File: config.mk
export PLATFORM = sky130hd
export DESIGN_NAME = level_capture
export DESIGN_NICKNAME = d
export VERILOG_FILES = /design/src/rtl/lvl_cap_pkg.sv /design/src/rtl/lvl_cap_tick_gen.sv /design/src/rtl/lvl_cap_step_counter.sv /design/src/rtl/lvl_cap_seq_ctrl.sv /design/src/rtl/level_capture.sv
export SDC_FILE = /design/constraint.sdc
export NUM_CORES = 1
export LEC_CHECK = 0
export BUFFER_PORTS_ARGS = -buffer_cell sky130_fd_sc_hd__buf_4
export CORE_MARGIN = 2
export CORE_UTILIZATION = 35
export DETAILED_ROUTE_END_ITERATION = 10
export PLACE_DENSITY = 0.53
export RECOVER_POWER = 25
export SLEW_MARGIN = 40
export SYNTH_ARGS = -nofsm -noshare
export SYNTH_HDL_FRONTEND = slang
export SYNTH_SLANG_ARGS = --single-unit
export TNS_END_PERCENT = 1
File: constraint.sdc
create_clock -name clk -period 4.17 [get_ports clk]
set_clock_uncertainty 0.05 [all_clocks]
set_input_delay 0.6255 -clock clk [delete_from_list [all_inputs] [get_ports clk]]
set_output_delay 0.6255 -clock clk [all_outputs]
set_load 0.05 [all_outputs]
File: src/rtl/lvl_cap_pkg.sv
package lvl_cap_pkg;
  typedef enum logic [1:0] {
    ST_IDLE = 2'd0,
    ST_RUN  = 2'd1,
    ST_HELD = 2'd2
  } cap_state_e;
endpackage

File: src/rtl/lvl_cap_tick_gen.sv
// Timebase divider: one tick every TICK_DIV cycles while run is high.
module lvl_cap_tick_gen #(
  parameter int TICK_DIV = 4
) (
  input  logic clk,
  input  logic rst_n,
  input  logic run,
  output logic tick
);
  generate
    if (TICK_DIV <= 1) begin : g_every_cycle
      assign tick = run;
    end else begin : g_divided
      localparam int DIV_W = $clog2(TICK_DIV);
      localparam logic [DIV_W-1:0] LAST = DIV_W'(TICK_DIV - 1);
      logic [DIV_W-1:0] div_q;

      always_ff @(posedge clk or negedge rst_n) begin
        if (!rst_n) begin
          div_q <= '0;
        end else if (!run || div_q == LAST) begin
          div_q <= '0;
        end else begin
          div_q <= div_q + 1'b1;
        end
      end

      assign tick = run && (div_q == LAST);
    end
  endgenerate
endmodule

File: src/rtl/lvl_cap_step_counter.sv
// Up counter that drives the DAC; saturates at full scale.
module lvl_cap_step_counter #(
  parameter int CODE_W = 6
) (
  input  logic              clk,
  input  logic              rst_n,
  input  logic              clear,
  input  logic              step,
  output logic [CODE_W-1:0] code,
  output logic              at_max
);
  localparam logic [CODE_W-1:0] FULL = {CODE_W{1'b1}};

  assign at_max = (code == FULL);

  always_ff @(posedge clk or negedge rst_n) begin
    if (!rst_n) begin
      code <= '0;
    end else if (clear) begin
      code <= '0;
    end else if (step && !at_max) begin
      code <= code + 1'b1;
    end
  end
endmodule

File: src/rtl/lvl_cap_seq_ctrl.sv
// Capture sequencing: idle -> run -> held (held is terminal until reset).
module lvl_cap_seq_ctrl
  import lvl_cap_pkg::*;
(
  input  logic clk,
  input  logic rst_n,
  input  logic start,
  input  logic tick,
  input  logic cmp_hi,
  input  logic at_max,
  output logic clear,
  output logic step,
  output logic latch,
  output logic busy,
  output logic done
);
  cap_state_e state_q, state_d;

  always_comb begin
    state_d = state_q;
    clear   = 1'b0;
    step    = 1'b0;
    latch   = 1'b0;
    unique case (state_q)
      ST_IDLE: begin
        if (start) begin
          state_d = ST_RUN;
          clear   = 1'b1;
        end
      end
      ST_RUN: begin
        if (tick) begin
          if (cmp_hi || at_max) begin
            state_d = ST_HELD;
            latch   = 1'b1;
          end else begin
            step = 1'b1;
          end
        end
      end
      ST_HELD: state_d = ST_HELD;
      default: state_d = ST_IDLE;
    endcase
  end

  always_ff @(posedge clk or negedge rst_n) begin
    if (!rst_n) state_q <= ST_IDLE;
    else        state_q <= state_d;
  end

  assign busy = (state_q == ST_RUN);
  assign done = (state_q == ST_HELD);
endmodule

File: src/rtl/level_capture.sv
// Counter-DAC threshold capture top level.
module level_capture #(
  parameter int CODE_W   = 6,
  parameter int TICK_DIV = 4
) (
  input  logic              clk,
  input  logic              rst_n,
  input  logic              start_i,
  input  logic              cmp_hi_i,
  output logic [CODE_W-1:0] dac_code_o,
  output logic [CODE_W-1:0] hold_code_o,
  output logic              done_o,
  output logic              busy_o
);
  logic tick, clear, step, latch, at_max, busy, done;
  logic [CODE_W-1:0] code;
  logic [CODE_W-1:0] hold_q;

  lvl_cap_tick_gen #(.TICK_DIV(TICK_DIV)) u_tick (
    .clk  (clk),
    .rst_n(rst_n),
    .run  (busy),
    .tick (tick)
  );

  lvl_cap_step_counter #(.CODE_W(CODE_W)) u_cnt (
    .clk   (clk),
    .rst_n (rst_n),
    .clear (clear),
    .step  (step),
    .code  (code),
    .at_max(at_max)
  );

  lvl_cap_seq_ctrl u_ctrl (
    .clk   (clk),
    .rst_n (rst_n),
    .start (start_i),
    .tick  (tick),
    .cmp_hi(cmp_hi_i),
    .at_max(at_max),
    .clear (clear),
    .step  (step),
    .latch (latch),
    .busy  (busy),
    .done  (done)
  );

  always_ff @(posedge clk or negedge rst_n) begin
    if (!rst_n)     hold_q <= '0;
    else if (latch) hold_q <= code;
  end

  assign dac_code_o  = code;
  assign hold_code_o = hold_q;
  assign done_o      = done;
  assign busy_o      = busy;
endmodule

## Word level (Yosys, flattened, before mapping)

Index checks and enable logic that the tools add are counted.

- Register bits after elaboration: 16
- Logic and storage cells: 37

- Add/sub/neg operators: 2
- Equality and inequality tests: 7
- Multiplexer cells: 15
- Reductions and logical operators: 9

Operators by type and width:

| operator | number |
|---|---|
| 6-bit two-way mux | 2 |
| 1-bit two-way mux | 8 |
| 2-bit two-way mux | 4 |
| 6-bit by 1-bit adder with 6-bit output (second input constant) | 1 |
| 6-bit == test (second input constant) | 1 |
| 2-bit one-hot mux with 3 select lines | 1 |
| 2-bit == test (second input constant) | 2 |
| 2-bit != test (second input constant) | 2 |
| 3-bit AND reduction | 1 |
| 2-bit by 1-bit adder with 2-bit output (second input constant) | 1 |
| 2-bit by 1-bit == test with 1-bit output (second input constant) | 1 |
| 1-bit logical AND | 2 |
| 1-bit zero test | 2 |
| 2-bit zero test | 1 |
| 1-bit logical OR | 2 |
| 2-bit by 1-bit != test with 1-bit output (second input constant) | 1 |
| 2-bit nonzero test | 1 |

## Depth between registers and ports, before layout

Gate-level depths: netlist of the first run.

- Depth in word-level cells: 8
- Gate-level depth with buffers: 6
- Depth with buffers taken out: 6

## By module

A second synthesis of the first run with hierarchy kept.

- Cell total of the unflattened synthesis: 76
- Area total of the unflattened synthesis: 899.6 µm²

Modules (own cells, without submodules):

| module | instances | cells an instance | area each (µm²) |
|---|---|---|---|
| lvl_cap_step_counter | 1 | 39 | 380.4 |
| level_capture | 1 | 13 | 251.5 |
| lvl_cap_seq_ctrl | 1 | 18 | 176.4 |
| lvl_cap_tick_gen | 1 | 6 | 91.3 |

## Least setup slack after synthesis of the first run

No wires, ideal clock.

- Path kind: flip-flop to flip-flop
- From: reg u_ctrl.state_q[1]
- To: reg u_cnt.code[1]
- Library setup time: 0.124 ns
- Arrival: 1.791 ns
- Required time: 3.996 ns
- Setup slack: 2.205 ns
- Cell stages (with the launch flop): 7
- Cells stage by stage: dfrtp_1 -> inv_1 -> ha_1 -> nand2_2 -> a211oi_2 -> mux2i_1 -> nor2_1

- Cells in the longest elaborated chain, start to end: 6

RTL lines:

| what | RTL line | text |
|---|---|---|
| start: declaration | lvl_cap_seq_ctrl.sv:17 | `cap_state_e state_q, state_d;` |
| start signal: assignment | lvl_cap_seq_ctrl.sv:48 | `else state_q <= state_d;` |
| 2-bit by 1-bit == test with 1-bit output (*) | lvl_cap_seq_ctrl.sv:51 | `assign busy = (state_q == ST_RUN);` |
| named net busy_o | level_capture.sv:13 | `output logic busy_o` |
| 1-bit logical AND | lvl_cap_tick_gen.sv:28 | `assign tick = run && (div_q == LAST);` |
| 1-bit two-way mux | lvl_cap_seq_ctrl.sv:32 | `if (tick) begin` |
| 1-bit two-way mux (*) | lvl_cap_seq_ctrl.sv:24 | `unique case (state_q)` |
| 1-bit logical AND (*) | lvl_cap_step_counter.sv:21 | `end else if (step && !at_max) begin` |
| 2-bit nonzero test (no source line) (*) | -- |  |
| end signal: assignment | lvl_cap_step_counter.sv:22 | `code <= code + 1'b1;` |
| end: declaration | lvl_cap_step_counter.sv:9 | `output logic [CODE_W-1:0] code,` |

The timed path passes the listed nets; every way through them passes the cells marked *.
A chain may end at the register's enable or synchronous reset.

## Final worst setup path of the first run

- From: reg u_ctrl.state_q[1]
- To: out busy_o

- Cells in the longest elaborated chain, start to end: 1

RTL lines:

| what | RTL line |
|---|---|
| 2-bit by 1-bit == test with 1-bit output | lvl_cap_seq_ctrl.sv:51 |
| end: declaration | level_capture.sv:13 |

No other way between the ends.

==> results_tabular.tex, run 1 <==
\begin{tabular}{lr}
\hline
Metric & Value \\
\hline
\multicolumn{2}{l}{\textbf{Global route}} \\
\quad Vias in the first global route & roughly 550 \\
\quad Number of antenna violations at the first check in global routing & 0 \\
\quad Global-route usage over all layers & roughly an eighth \\
\quad Maximum number of pins on one net before global-route repair & 17 \\
\quad GR Overflow Total & 0 \\
\quad Global-route wire length before repair & approximately 2500 um \\
\multicolumn{2}{l}{\textbf{Routing}} \\
\quad Met2 wirelength from detailed routing & about 700 um \\
\quad Routed length on met1 & $\sim$700 um \\
\quad DR WL/cell & 13.0 um \\
\quad Via count & 579 \\
\quad Number of iterations in the first detailed-routing pass & 2 \\
\quad Met3 wirelength from detailed routing & between 90 and 100 um \\
\quad Wirelength, routed & between 1500 and 2000 um \\
\quad Detail-routed via count per cell & 4.95 \\
\quad Number of antenna-violating nets in the routed design & 0 \\
\quad Count of unresolved DRC violations after routing & 0 \\
\quad Top routing layer used & met4 \\
\quad Initial DRC count & 4 \\
\multicolumn{2}{l}{\textbf{Hold path}} \\
\quad Min-delay worst type & in -> async \\
\multicolumn{2}{l}{\textbf{Yosys}} \\
\quad Mean post-synth cell area & between 10 and 15 sq um \\
\quad Number of nets produced by synthesis & 80 \\
\quad Sequential fraction of the synthesis area & 45.3\% \\
\quad Share of the synthesized area in the top cell type & 45.3\% \\
\quad Cell taking the most area after synthesis & dfrtp\_1 \\
\quad Gate count after technology mapping & 70 \\
\quad Mapped Area & between 800 and 900 sq um \\
\quad Register bit count reported by yosys & 16 \\
\quad Area contributors post-synth & dfrtp\_1 (45\%), mux2\_4 (14\%), ha\_1 (8.5\%) \\
\quad Ys Warns & 0 \\
\quad Post-synthesis cell type count & 30 \\
\multicolumn{2}{l}{\textbf{Setup path}} \\
\quad Startpoint class of the critical path & flip-flop \\
\quad Critical path endpoint category & primary output \\
\quad Setup slack, reg-to-reg & about 2.4 ns \\
\quad Timing startpoint of the critical path & u\_ctrl.state\_q[1] \\
\quad FF-to-FF path depth & 6 \\
\quad Crit path max fanout & 6 \\
\quad Critical Path RT & about 3.5 ns \\
\quad Crit Path Category & reg -> out \\
\quad Destination of the worst register-to-register timing path & u\_cnt.code[5] \\
\quad Startpoint of the worst-slack reg-to-reg timing path & u\_ctrl.state\_q[1] \\
\quad Arrival @ worst endpoint & 1.31 ns \\
\multicolumn{2}{l}{\textbf{Floorplanning}} \\
\quad \# IOs & 18 \\
\quad Die height & between 50 and 60 um \\
\quad Die outline width & around 54 um \\
\quad Total core area & approximately 0.0024 sq mm \\
\quad Area of the die & approximately 0.0029 sq mm \\
\quad Effective utilization at floorplan & 36.3\% \\
\quad Number of standard-cell rows in the floorplan & 18 \\
\multicolumn{2}{l}{\textbf{Clock network}} \\
\quad Number of post-CTS setup repair buffers & 0 \\
\quad CTS clock-pin slew for the worst setup and hold paths & roughly 0.090 ns \\
\quad Maximum level of the CTS H-tree & 1 \\
\quad Worst skew pair latency & 0.28 ns \\
\quad CTS sink count & 16 \\
\quad Largest buffer count on any clock path & 2 \\
\quad Buffer cell driving the clock tree root & clkbuf\_4 \\
\quad Cts hold-fix bufs & 0 \\
\quad Resize count post-CTS & 0 \\
\quad Clock tree from TritonCTS & yes \\
\quad Number of buffers added by the clock tree synthesis step & 3 \\
\multicolumn{2}{l}{\textbf{Run}} \\
\quad Maximum capacitance violations & 0 \\
\multicolumn{2}{l}{\textbf{Place}} \\
\quad Weighted congestion at the end of routability-driven global placement & 0.669 \\
\quad Placed insts & roughly 110 \\
\quad Post-DP HPWL & 1150 um \\
\quad Worst setup timing slack at the placement stage & around 2.4 ns \\
\quad I/O Buffers & 17 \\
\multicolumn{2}{l}{\textbf{Timing}} \\
\quad Period utilization & 47.6\% \\
\quad Hold Fails Final Rpt & 0 \\
\quad Final Worst Setup Slack & 2.18 ns \\
\quad Worst slew margin & approximately 44\% \\
\quad Maximum achievable frequency & about 0.50 GHz \\
\quad Number of pins with negative max-slew slack in the final report & 0 \\
\quad Period minus WS final & around 2 ns \\
\quad Setup TNS & 0 ns \\
\quad Setup Viol. Count Final & 0 \\
\quad Unrepaired setup endpoints after global routing & false \\
\quad Slew at the pin with the worst max-slew slack & approximately 0.84 ns \\
\multicolumn{2}{l}{\textbf{Final layout}} \\
\quad Final core utilization & a little over two fifths \\
\quad Number of antenna cells inserted & 0 \\
\quad Net count reported at finish & roughly 100 \\
\quad Relative area change from synthesis to final layout & 18.6\% \\
\quad Number of cells in the finished layout apart from fillers & 117 \\
\quad Fraction of layout cells with a size suffix above 1 & between 40\% and 50\% \\
\multicolumn{2}{l}{\textbf{Pwr}} \\
\quad Worst IR drop on VDD & roughly 380 uV \\
\quad Total power divided by cell area & approximately 400 mW/mm\^{}2 \\
\quad Leakage power & between 0.5 and 0.6 nW \\
\multicolumn{2}{l}{\textbf{Outcome}} \\
\quad Run status & finished clean \\
\hline
\end{tabular}
-- flip-flops by register name, indices dropped and copies added, names as in the netlist --
signal	count
u_cnt.code	6
u_tick.g_divided.div_q	2
hold_code_o	6
u_ctrl.state_q	2
-- synthesized netlist by cell type --
cell / instances
buf_2: 1
buf_6: 1
a211oi_2: 1
ha_1: 6
and2_1: 1
nand2_2: 1
o21ai_2: 1
nor4bb_1: 1
nor3b_1: 2
and4b_1: 1
and4_4: 1
nor2_1: 3
a31oi_1: 3
nor2_8: 1
o21bai_1: 1
nand2_1: 3
and3b_1: 1
buf_1: 1
xnor2_1: 1
inv_1: 3
o211ai_2: 1
nor3_1: 2
nand4_1: 1
mux2_4: 8
o21ai_0: 1
dfrtp_1: 16
nand3_1: 4
mux2i_1: 1
nor3_2: 1
a21oi_4: 1
-- cell type report --
cell class,count,area (sq um)
repair buffers,17,124
multi-input cells,48,452
inverters,3,11.3
flip-flops and latches,16,400
clock buffers,3,22.5
well taps,30,37.5
fillers,247,1390
-- layer usage --
layer  global-route usage, %  vias up
li1                        -      285
met1                    15.4      277
met2                    19.3       15
met3                    2.73        2
met4                    7.50        0
met5                       0        -
-- placed cells by master, fill, tap and decap left out, types with 2 or more instances in the layout --
cell and instances:
ha_1 6, nor3b_1 2, nor3_1 2, mux2_4 8, clkbuf_4 3, buf_4 16
inv_1 3, nand2_1 3, nand3_1 4, nor2_1 3, dfrtp_1 16, a31oi_1 3
-- kinds of logic (layout without fill, tap and decap cells) --
group                    after synthesis  after routing  synth area share [%]
AND/OR/NAND/NOR                       23             23                  17.7
flip-flops                            16             16                  45.3
AO/OA/AOI/OAI                          9              9                  9.21
multiplexers                           9              9                  14.7
adder cells (fa/ha/maj)                6              6                  8.50
buffers and inverters                  6             23                  3.54
XOR/XNOR                               1              1                 0.992
-- power by group --
| group | leakage [nW] | internal, mW | switching [mW] | total (mW) |
|---|---|---|---|---|
| Sequential | 0.219 | 0.172 | 0.0114 | 0.183 |
| Combinational | 0.274 | 0.0681 | 0.0902 | 0.158 |
| Clock | 0.0138 | 0.0335 | 0.0444 | 0.0779 |
| Total | 0.507 | 0.273 | 0.146 | 0.419 |
-- critical path, stage by stage (launching register included) --
cell	delay (ns)
dfrtp_1	0.41
inv_1	0.11
ha_1	0.28
buf_4	0.24
-- metrics by stage --
| stage | power (mW) | area (sq um) | hold WS, ns |
|---|---|---|---|
| 5_1_grt | 0.447 | 1050 | 0.418 |
| 3_5_place_dp | 0.349 | 1030 | 0.381 |
| 4_1_cts | 0.429 | 1050 | 0.131 |
| 2_1_floorplan | 0.313 | 883 | 0.280 |
| 6_report | 0.419 | 1050 | 0.360 |
| 3_3_place_gp | 0.344 | 1030 | 0.375 |
-- worst max-delay path by stage --
stage,to,slack [ns],cells after the start
after floorplan,u_cnt.code[1],2.21,6
after global placement,u_cnt.code[5],2.46,6
after detailed placement,u_cnt.code[5],2.42,6
after CTS,busy_o,2.16,3
after global routing,busy_o,2.10,3
final,busy_o,2.18,3
No activity file was read; power rests on OpenSTA's default activity.
==> inputs of run 2 (changes only) <==
==> constraint.sdc (replaced) <==
create_clock -name clk -period 1.9 [get_ports clk]
set_clock_uncertainty 0.05 [all_clocks]
set_input_delay 0.285 -clock clk [delete_from_list [all_inputs] [get_ports clk]]
set_output_delay 0.285 -clock clk [all_outputs]
set_load 0.05 [all_outputs]
==> run 2 against run 1 <==
Effect of this change:
- critical endpoint is now hold_code_o[0]
- non-clock buffer count grew 2
- worst hold slack worse by 0.029 ns
- sequential share of layout area is 1.2 points lower
- highest routed layer unchanged
==> results_tabular.tex, run 2 (synthesis gave the netlist of run 1 again) <==
\begin{tabular}{lr}
\hline
Metric & Value \\
\hline
\multicolumn{2}{l}{\textbf{Outcome}} \\
\quad Run status & finished clean \\
\multicolumn{2}{l}{\textbf{Setup path}} \\
\quad Arrival @ worst endpoint & 1.82 ns (+0.51 ns) \\
\quad Crit Path Category & reg -> reg \\
\quad Chain of cells forming the critical path & ha\_1 -> and4\_4 -> a21oi\_4 -> nor2\_8 -> mux2\_4 \\
\quad Kind of cell adding the most delay to the critical path & flip-flops \\
\quad Startpoint class of the critical path & flip-flop \\
\quad Critical Path RT & 2.03 ns (-1.46 ns) \\
\quad Crit path max fanout & 6 (unchanged) \\
\quad Master of the slowest instance on the critical path & dfrtp\_1 \\
\quad Critical path endpoint category & flip-flop \\
\quad Worst Path Buf+Inv & 0 (-2) \\
\quad Stage delay of the slowest cell on the critical path & 0.45 ns (+0.04 ns) \\
\multicolumn{2}{l}{\textbf{Global route}} \\
\quad Global-route usage over all layers & 12.4\% (+0.10 points) \\
\quad Global-route wire length before repair & 2570 um (+2.5\%) \\
\quad Vias in the first global route & 559 (+1.3\%) \\
\quad Number of antenna violations at the first check in global routing & 0 (unchanged) \\
\quad GR Overflow Total & 0 (unchanged) \\
\quad Maximum number of pins on one net before global-route repair & 17 (unchanged) \\
\multicolumn{2}{l}{\textbf{Clock network}} \\
\quad Number of post-CTS setup repair buffers & 0 (unchanged) \\
\quad Buffer cell driving the clock tree root & clkbuf\_4 \\
\quad Largest buffer count on any clock path & 2 (unchanged) \\
\quad Worst skew pair latency & 0.29 ns (about the same) \\
\quad Clock tree from TritonCTS & yes \\
\quad Number of buffers added by the clock tree synthesis step & 3 (unchanged) \\
\quad Maximum level of the CTS H-tree & 1 (unchanged) \\
\quad CTS clock-pin slew for the worst setup and hold paths & 0.10 ns (about the same) \\
\quad CTS sink count & 16 (unchanged) \\
\multicolumn{2}{l}{\textbf{Timing}} \\
\quad Maximum achievable frequency & 0.591 GHz \\
\quad Setup Viol. Count Final & 0 (unchanged) \\
\quad Number of pins with negative max-slew slack in the final report & 0 (unchanged) \\
\quad Hold Fails Final Rpt & 0 (unchanged) \\
\quad Slew at the pin with the worst max-slew slack & 0.895 ns (+0.0558 ns) \\
\quad Period utilization & approximately 89\% \\
\quad Setup TNS & 0 ns (unchanged) \\
\quad Worst slew margin & 40.3\% (-3.7 points) \\
\quad Hold Worst Slack & 0.331 ns (-0.0288 ns) \\
\quad Period minus WS final & roughly 1.7 ns \\
\quad Final Worst Setup Slack & 0.209 ns (-1.97 ns) \\
\quad Unrepaired setup endpoints after global routing & false \\
\multicolumn{2}{l}{\textbf{Floorplanning}} \\
\quad Die outline width & 54.2 um (unchanged) \\
\quad Effective utilization at floorplan & 36.3\% (unchanged) \\
\quad Total core area & 0.00243 sq mm (unchanged) \\
\quad Area of the die & 0.00294 sq mm (unchanged) \\
\quad Die height & 54.2 um (unchanged) \\
\quad Number of standard-cell rows in the floorplan & 18 (unchanged) \\
\quad \# IOs & 18 (unchanged) \\
\multicolumn{2}{l}{\textbf{Pwr}} \\
\quad Worst IR drop on VDD & 918 uV (+140\%) \\
\quad Leakage power & 0.522 nW (+3.0\%) \\
\quad Power spent charging and discharging nets & 0.345 mW (+140\%) \\
\quad Clk network pwr share & 23.4\% (+4.8 points) \\
\quad Total power divided by cell area & 918 mW/mm\^{}2 (+130\%) \\
\quad Combinational share of power & 35.8\% (-1.9 points) \\
\quad Switching share of total power & 34.8\% (about the same) \\
\quad Cell internal pwr & 0.647 mW (+140\%) \\
\quad PnR Total Power & 0.992 mW (+140\%) \\
\quad Sequential power share & 40.8\% (-2.9 points) \\
\multicolumn{2}{l}{\textbf{Place}} \\
\quad Post-DP HPWL & 1170 um (+1.5\%) \\
\quad Weighted congestion at the end of routability-driven global placement & 0.640 (-4.4\%) \\
\quad Worst setup timing slack at the placement stage & 0.211 ns (-2.21 ns) \\
\quad Placed insts & 115 (+0.88\%) \\
\quad Cell Area, Placed & 0.00104 sq mm (+0.97\%) \\
\quad I/O Buffers & 17 (unchanged) \\
\multicolumn{2}{l}{\textbf{Routing}} \\
\quad Wirelength, routed & 1640 um (+7.7\%) \\
\quad Detail-routed via count per cell & 4.93 (-0.48\%) \\
\quad Number of antenna-violating nets in the routed design & 0 (unchanged) \\
\quad Initial DRC count & 6 (+2) \\
\quad Via count & 591 (+2.1\%) \\
\quad DR WL/cell & 13.7 um (+5.0\%) \\
\quad Number of iterations in the first detailed-routing pass & 4 (+2) \\
\quad Count of unresolved DRC violations after routing & 0 (unchanged) \\
\multicolumn{2}{l}{\textbf{Final layout}} \\
\quad Most common cell after layout, fill and taps aside & buf\_4 \\
\quad Area occupied by multi-input gates & 454 sq um (+0.55\%) \\
\quad Number of cells in the finished layout apart from fillers & 120 (+2.6\%) \\
\quad Number of antenna cells inserted & 0 (unchanged) \\
\quad Final core utilization & 44.4\% (+1.4 points) \\
\quad Register Area & 400 sq um (unchanged) \\
\quad Fraction of layout cells with a size suffix above 1 & 42.2\% (+2.0 points) \\
\quad Filler Cells Inserted & 234 (-5.3\%) \\
\quad Relative area change from synthesis to final layout & 22.4\% \\
\quad Most frequent cells in the layout & buf\_4 (17), dfrtp\_1 (16), mux2\_4 (8) \\
\quad Net count reported at finish & 101 (+2.0\%) \\
\quad Final instance area & 0.00108 sq mm (+3.2\%) \\
\multicolumn{2}{l}{\textbf{Hold path}} \\
\quad Min-delay worst type & in -> reg \\
\multicolumn{2}{l}{\textbf{Run}} \\
\quad Maximum capacitance violations & 0 (unchanged) \\
\hline
\end{tabular}
==> run 2: cell count changes in the layout (fill, tap and decap cells not counted), sizes merged <==
cell and delta:
buf +1, clkbuf +1, dlygate4sd3 +1
==> run 2: worst paths after layout <==
kind / start / endpoint / slack, ns / cells past startpoint
setup / recovery: u_cnt.code[0] / hold_code_o[0] / 0.21 / 5
hold / removal: cmp_hi_i / u_cnt.code[3] / 0.33 / 4
setup reg to reg: u_cnt.code[0] / hold_code_o[0] / 0.21 / 5
hold reg to reg: u_tick.g_divided.div_q[0] / u_tick.g_divided.div_q[0] / 0.42 / 1
max in group asynchronous: rst_n / u_ctrl.state_q[0] / 0.68 / 2
min in group asynchronous: rst_n / u_cnt.code[5] / 0.58 / 2
==> run 2: worst min-delay path, stage by stage <==
cell and delay [ns]:
buf_4 0.13, nor3_2 0.07, o21bai_1 0.11, a31oi_1 0.04
==> run 2: layout make-up <==
cell class / count / area share (%)
multi-input combinational: 48 / 42.0
clock buffer: 4 / 3.36
inverter: 3 / 1.04
tap: 30 / 3.47
sequential: 16 / 37.0
timing repair buffer: 19 / 13.1
==> run 2: timing repair <==
item                      4_1_cts  5_1_grt
hold endpoints to repair       16        0
hold buffers                    1        0
resized for setup               0        0
==> run 2: metal layers <==
metal | global-route usage, % | up-vias | part of all wire, %
li1 | - | 293 | -
met1 | 16.4 | 279 | 52
met2 | 19.9 | 17 | 43
met3 | 4.10 | 2 | 4.7
met4 | 2.50 | 0 | 0.79
met5 | 0 | - | 0
==> run 2: power groups by stage <==
stage               sequential (mW)  clock [mW]  combinational, mW
floorplan                     0.406           0              0.285
CTS                           0.403       0.244              0.361
global placement              0.408           0              0.351
detailed placement            0.408           0              0.355
finish                        0.405       0.233              0.355
global route                  0.407       0.259              0.394
